### config.mk
export PLATFORM = sky130hd
export DESIGN_NAME = disk_status_capture
export DESIGN_NICKNAME = d
export VERILOG_FILES = /design/src/rtl/dsc_pkg.sv /design/src/rtl/dsc_sync.sv /design/src/rtl/dsc_toggle.sv /design/src/rtl/dsc_sticky.sv /design/src/rtl/disk_status_capture.sv
export SDC_FILE = /design/constraint.sdc
export NUM_CORES = 1
export LEC_CHECK = 0
export ABC_AREA = 0
export ABC_CLOCK_PERIOD_IN_PS = 800
export BUFFER_PORTS_ARGS = -buffer_cell sky130_fd_sc_hd__buf_2
export CAP_MARGIN = 5
export CORE_MARGIN = 10
export CORE_UTILIZATION = 46
export DETAILED_ROUTE_END_ITERATION = 10
export PLACE_DENSITY = 0.8
export SYNTH_ARGS = -nofsm -noshare
export SYNTH_HDL_FRONTEND = slang
export SYNTH_HIERARCHICAL = 1
export SYNTH_SLANG_ARGS = --single-unit
### constraint.sdc
create_clock -name clk -period 0.8 [get_ports clk]
set_input_delay 0.08 -clock clk [delete_from_list [all_inputs] [get_ports clk]]
set_output_delay 0.08 -clock clk [all_outputs]
set_load 0.05 [all_outputs]
### src/rtl/dsc_pkg.sv
package dsc_pkg;

  typedef struct packed {
    logic       drive2_n;
    logic [3:0] sel_n;
    logic [1:0] motor;
    logic       gate;
    logic       rdat;
    logic       wdat;
  } disk_sig_t;

  localparam int SIG_W = $bits(disk_sig_t);

  localparam disk_sig_t SIG_IDLE = '{drive2_n: 1'b1, sel_n: 4'hF, motor: 2'b00,
                                      gate: 1'b0, rdat: 1'b0, wdat: 1'b0};

  typedef enum logic {LAYOUT_TOGGLE = 1'b0, LAYOUT_LATCH = 1'b1} layout_e;

  localparam logic [7:0] TOGGLE_RST_VAL = 8'hC0;
  localparam logic [7:0] LATCH_RST_VAL  = 8'hE3;

endpackage

### src/rtl/dsc_sync.sv
module dsc_sync #(
  parameter int           W       = 4,
  parameter int           STAGES  = 2,
  parameter logic [W-1:0] RST_VAL = '0
) (
  input  logic         clk,
  input  logic         rst,
  input  logic [W-1:0] d_i,
  output logic [W-1:0] q_o
);
  logic [W-1:0] stg [STAGES];

  for (genvar g = 0; g < STAGES; g++) begin : g_stage
    if (g == 0) begin : g_first
      always_ff @(posedge clk) begin
        if (rst) stg[g] <= RST_VAL;
        else     stg[g] <= d_i;
      end
    end else begin : g_next
      always_ff @(posedge clk) begin
        if (rst) stg[g] <= RST_VAL;
        else     stg[g] <= stg[g-1];
      end
    end
  end

  assign q_o = stg[STAGES-1];
endmodule

### src/rtl/dsc_toggle.sv
module dsc_toggle #(
  parameter int W = 2
) (
  input  logic         clk,
  input  logic         rst,
  input  logic         wipe_i,
  input  logic [W-1:0] evt_i,
  output logic [W-1:0] flag_o
);
  always_ff @(posedge clk) begin
    if (rst || wipe_i) flag_o <= '0;
    else               flag_o <= flag_o ^ evt_i;
  end

  for (genvar g = 0; g < W; g++) begin : g_chk

    toggle_flip_chk: assert property (@(posedge clk) disable iff (rst)
      ($past(evt_i[g]) && !$past(wipe_i) && !$past(rst)) |-> (flag_o[g] != $past(flag_o[g])));
  end
endmodule

### src/rtl/dsc_sticky.sv
module dsc_sticky #(
  parameter int W = 3
) (
  input  logic         clk,
  input  logic         rst,
  input  logic         wipe_i,
  input  logic         clr_i,
  input  logic [W-1:0] set_i,
  output logic [W-1:0] flag_o
);
  always_ff @(posedge clk) begin
    if (rst || wipe_i) flag_o <= '0;
    else               flag_o <= set_i | (flag_o & ~{W{clr_i}});
  end

  for (genvar g = 0; g < W; g++) begin : g_chk

    set_wins_chk: assert property (@(posedge clk) disable iff (rst)
      ($past(set_i[g]) && !$past(wipe_i) && !$past(rst)) |-> flag_o[g]);

    clear_chk: assert property (@(posedge clk) disable iff (rst)
      ($past(clr_i) && !$past(set_i[g])) |-> !flag_o[g]);
  end
endmodule

### src/rtl/disk_status_capture.sv
module disk_status_capture
  import dsc_pkg::*;
#(
  parameter int SYNC_STAGES = 2
) (
  input  logic       clk,
  input  logic       rst,
  input  logic       soft_rst,
  input  logic       layout_sel,
  input  logic       wr_pulse_i,
  input  logic       rd_pulse_i,
  input  logic       wr_enable_i,
  input  logic [1:0] motor_on_i,
  input  logic [3:0] sel_n_i,
  input  logic       second_drive_n_i,
  input  logic       out_reg_sel0_i,
  input  logic       in_reg_read_i,
  output logic [7:0] status_o
);
  localparam int N_TOG = 2;
  localparam int N_STK = 3;

  disk_sig_t raw, syn, prv;
  logic [N_TOG-1:0] tog_evt, tog_q;
  logic [N_STK-1:0] stk_evt, stk_q;
  logic             dor0_q;
  logic [7:0]       nxt;
  layout_e          lay;

  assign raw = '{drive2_n: second_drive_n_i, sel_n: sel_n_i, motor: motor_on_i,
                 gate: wr_enable_i, rdat: rd_pulse_i, wdat: wr_pulse_i};
  assign lay = layout_e'(layout_sel);

  dsc_sync #(.W(SIG_W), .STAGES(SYNC_STAGES), .RST_VAL(SIG_IDLE)) u_sync (
    .clk(clk), .rst(rst), .d_i(raw), .q_o(syn)
  );

  always_ff @(posedge clk) begin
    if (rst) begin
      prv    <= SIG_IDLE;
      dor0_q <= 1'b0;
    end else begin
      prv    <= syn;
      dor0_q <= out_reg_sel0_i;
    end
  end

  // index 0: write pulse falling, 1: read pulse rising
  assign tog_evt = {~prv.rdat & syn.rdat, prv.wdat & ~syn.wdat};
  // index 0: write enable rising, 1: read pulse falling, 2: write pulse falling
  assign stk_evt = {prv.wdat & ~syn.wdat, prv.rdat & ~syn.rdat, ~prv.gate & syn.gate};

  dsc_toggle #(.W(N_TOG)) u_toggle (
    .clk(clk), .rst(rst), .wipe_i(soft_rst), .evt_i(tog_evt), .flag_o(tog_q)
  );

  dsc_sticky #(.W(N_STK)) u_sticky (
    .clk(clk), .rst(rst), .wipe_i(soft_rst), .clr_i(in_reg_read_i),
    .set_i(stk_evt), .flag_o(stk_q)
  );

  always_comb begin
    if (lay == LAYOUT_TOGGLE)
      nxt = {2'b11, dor0_q, tog_q[0], tog_q[1], syn.gate, syn.motor};
    else
      nxt = {syn.drive2_n, syn.sel_n[1], syn.sel_n[0], stk_q[2], stk_q[1], stk_q[0],
             syn.sel_n[3], syn.sel_n[2]};
  end

  always_ff @(posedge clk) begin
    if (rst) status_o <= (lay == LAYOUT_TOGGLE) ? TOGGLE_RST_VAL : LATCH_RST_VAL;
    else     status_o <= nxt;
  end


  reset_value_chk: assert property (@(posedge clk) disable iff (rst)
    $past(rst) |-> (status_o == ($past(layout_sel) ? LATCH_RST_VAL : TOGGLE_RST_VAL)));

  fixed_ones_chk: assert property (@(posedge clk) disable iff (rst)
    (!$past(rst) && !$past(layout_sel)) |-> (status_o[7:6] == 2'b11));

  sel0_mirror_chk: assert property (@(posedge clk) disable iff (rst)
    (!$past(rst) && !$past(rst, 2) && !$past(layout_sel)) |-> (status_o[5] == $past(out_reg_sel0_i, 2)));
endmodule

==> metrics.csv <==
metric,value,unit
synth_cell_types,16,
cts_buffer_depth,2,
vias,742,
setup-violations-final,8,
finalHoldViolations,0,
crit_family,flip-flops,
status,"finished, violations left",
htreeDepth,2,
synth_nets,116,
final_common_cell,dfxtp_1,
numCtsBuffers,5,
num_rows,17,
finalCriticalPeriod,0.911,ns
antenna_found_initial,0,
syn_avg_cell_area,11.4,um^2
utilization,0.705,
syn_area,0.00114,mm^2
slowest_stage,dfxtp_2,
rr_startpoint,u_sync/stg[1][1]$_SDFF_PP0_,
die_width,69.8,um
crit_required,0.72,ns
dp_slack,-0.00429,ns
syn2layout_area_growth,41.7,%
gr-usage-all-layers,0.0841,
crit_path_end,status_o[6],
path_class,reg -> out,
ys_ff_latch,37,
reg2reg_slack,0.02,ns
final_cell_mix,"dfxtp_1, nor2b_1, buf_2",
grt_pass1_wl,3420,um
slowest_delay,0.35,ns
post-route-period-util,1.14,
end_kind,primary output,
drv_slew,0,
synthCells,100,
rsz0062_at_grt,yes,
path_cells,buf_8,
io-pin-count,24,
first_pass_iters,4,
grt_max_degree,20,
irDropWorstVdd,0.00166,V
setup_ws,-0.111,ns
clock_skew,0.00969,ns
crit_fanout,1,
seq_area_frac_synth,0.648,
die_h,69.8,um
drive_above_1_share,0.378,
powerDensity,2020,mW/mm^2
p_leak,0.655,nW
crit_start,status_o[6]$_SDFF_PP1_,
startpoint_type,flip-flop,
setup_tns,-0.793,ns
nets,158,
gp_congestion,0.672,
clk_pin_slew,0.11,ns
initial_core_util,0.497,
yosysWarningCount,6,
drv_cap,0,
wire_per_inst,11.8,um
dp_hpwl,1280,um
port_buffers,23,
clock.fmax,1100,MHz
drcViolationCount,0,
worst-r2r-cell-count,3,
critPathBufInv,1,
die_area,0.00488,mm^2
slew_headroom,0.857,
path_depth,1,
cts_tree,built,
n_antenna_cell,0,
grt_pass1_vias,777,
violations,negative setup slack,
grt_remaining_overflow,0,
tightest_slew,0.215,ns
avgViaCountPerCell,4.34,
root_buffer,clkbuf_4,
postCtsSetupBuffers,0,
wl,2010,um
detail-route-antenna-nets,0,
cp.arrival,0.83,ns
clk_latency,0.33,ns
core,0.00230,mm^2
hold_class,in -> reg,
cts_sinks,37,
regToRegEndpoint,u_toggle/flag_o[1]$_SDFF_PP0_,
drtIter0Drc,28,
cell type report:
| class | count | area (um^2) |
|---|---|---|
| clock buffer | 6 | 51.3 |
| clock inverter | 2 | 13.8 |
| fill | 144 | 678 |
| inverter | 3 | 11.3 |
| multi-input combinational | 56 | 392 |
| sequential | 37 | 754 |
| tap | 28 | 35.0 |
| timing repair buffer | 39 | 362 |
worst reg2reg max path: stages (launching register included):
cell	delay (ns)
dfxtp_2	0.34
nor2b_4	0.13
xnor2_2	0.12
nor3_2	0.13
cell families after synthesis:
logic type	Yosys count	share of synthesized area
and+or+nand+nor	42	0.228
DFF	37	0.648
AOI/OAI and AO/OA	9	0.0493
buffers and inverters	7	0.0329
muxes	3	0.0263
xor gates and xnor gates	2	0.0153
layer usage:
layer / GRT usage / wire [um] / vias to the layer above
met1: 0.0844 / 876 / 318
met4: 0.0391 / 23 / 0
met5: 0 / 0 / -
li1: - / - / 393
met3: 0.0514 / 175 / 4
met2: 0.135 / 938 / 27
worst min-delay path by stage:
stage / startpoint / to / slack (ns) / depth (start not counted)
2_1_floorplan: rst / dor0_q$_SDFF_PP0_ / 0.15 / 1
3_3_place_gp: sel_n_i[3] / u_sync/stg[0][8]$_SDFF_PP1_ / 0.26 / 2
3_5_place_dp: second_drive_n_i / u_sync/stg[0][9]$_SDFF_PP1_ / 0.26 / 2
4_1_cts: soft_rst / u_sticky/flag_o[2]$_SDFF_PP0_ / 0.03 / 3
5_1_grt: soft_rst / u_sticky/flag_o[2]$_SDFF_PP0_ / 0.04 / 3
6_report: in_reg_read_i / u_sticky/flag_o[2]$_SDFF_PP0_ / 0.04 / 3
sequential cells by signal, indices dropped and copies added (netlist names):
name / flops
status_o: 8
u_toggle/flag_o: 2
u_sync/stg: 20
prv: 3
u_sticky/flag_o: 3
dor0_q: 1
stage by stage:
| step | instances | hold slack (ns) | total power, mW | area, um^2 |
|---|---|---|---|---|
| 4_1_cts | 171 | 0.0261 | 3.28 | 1590 |
| 2_1_floorplan | 100 | 0.152 | 2.12 | 1140 |
| 5_1_grt | 171 | 0.0419 | 3.42 | 1620 |
| 6_report | 171 | 0.0438 | 3.27 | 1620 |
| 3_5_place_dp | 151 | 0.258 | 2.21 | 1310 |
| 3_3_place_gp | 151 | 0.256 | 2.20 | 1310 |
timing repair:
item,4_1_cts,5_1_grt
endpoints found under the hold margin,13,0
setup endpoints to repair,10,13
hold buffers,12,0
cloned,0,0
resized for setup,33,9
pin swaps,0,2
synthesized netlist by cell type:
master,instances,area share
xnor2_1,2,0.015
buf_6,1,0.0099
inv_1,3,0.0099
or3b_1,2,0.015
a21oi_2,3,0.023
clkbuf_2,1,0.0044
nor2b_1,18,0.099
nor2_1,3,0.0099
buf_2,2,0.0088
nand2b_1,6,0.033
or2_4,1,0.0077
o21ai_0,6,0.026
or2_1,10,0.055
dfxtp_1,37,0.65
mux2i_1,3,0.026
nor3_1,2,0.0088
power breakdown:
| part | total [mW] | switching (mW) | internal, mW |
|---|---|---|---|
| Clock | 1.01 | 0.577 | 0.428 |
| Combinational | 0.319 | 0.141 | 0.179 |
| Sequential | 1.94 | 0.0280 | 1.92 |
(Power assumes the default switching activity.)
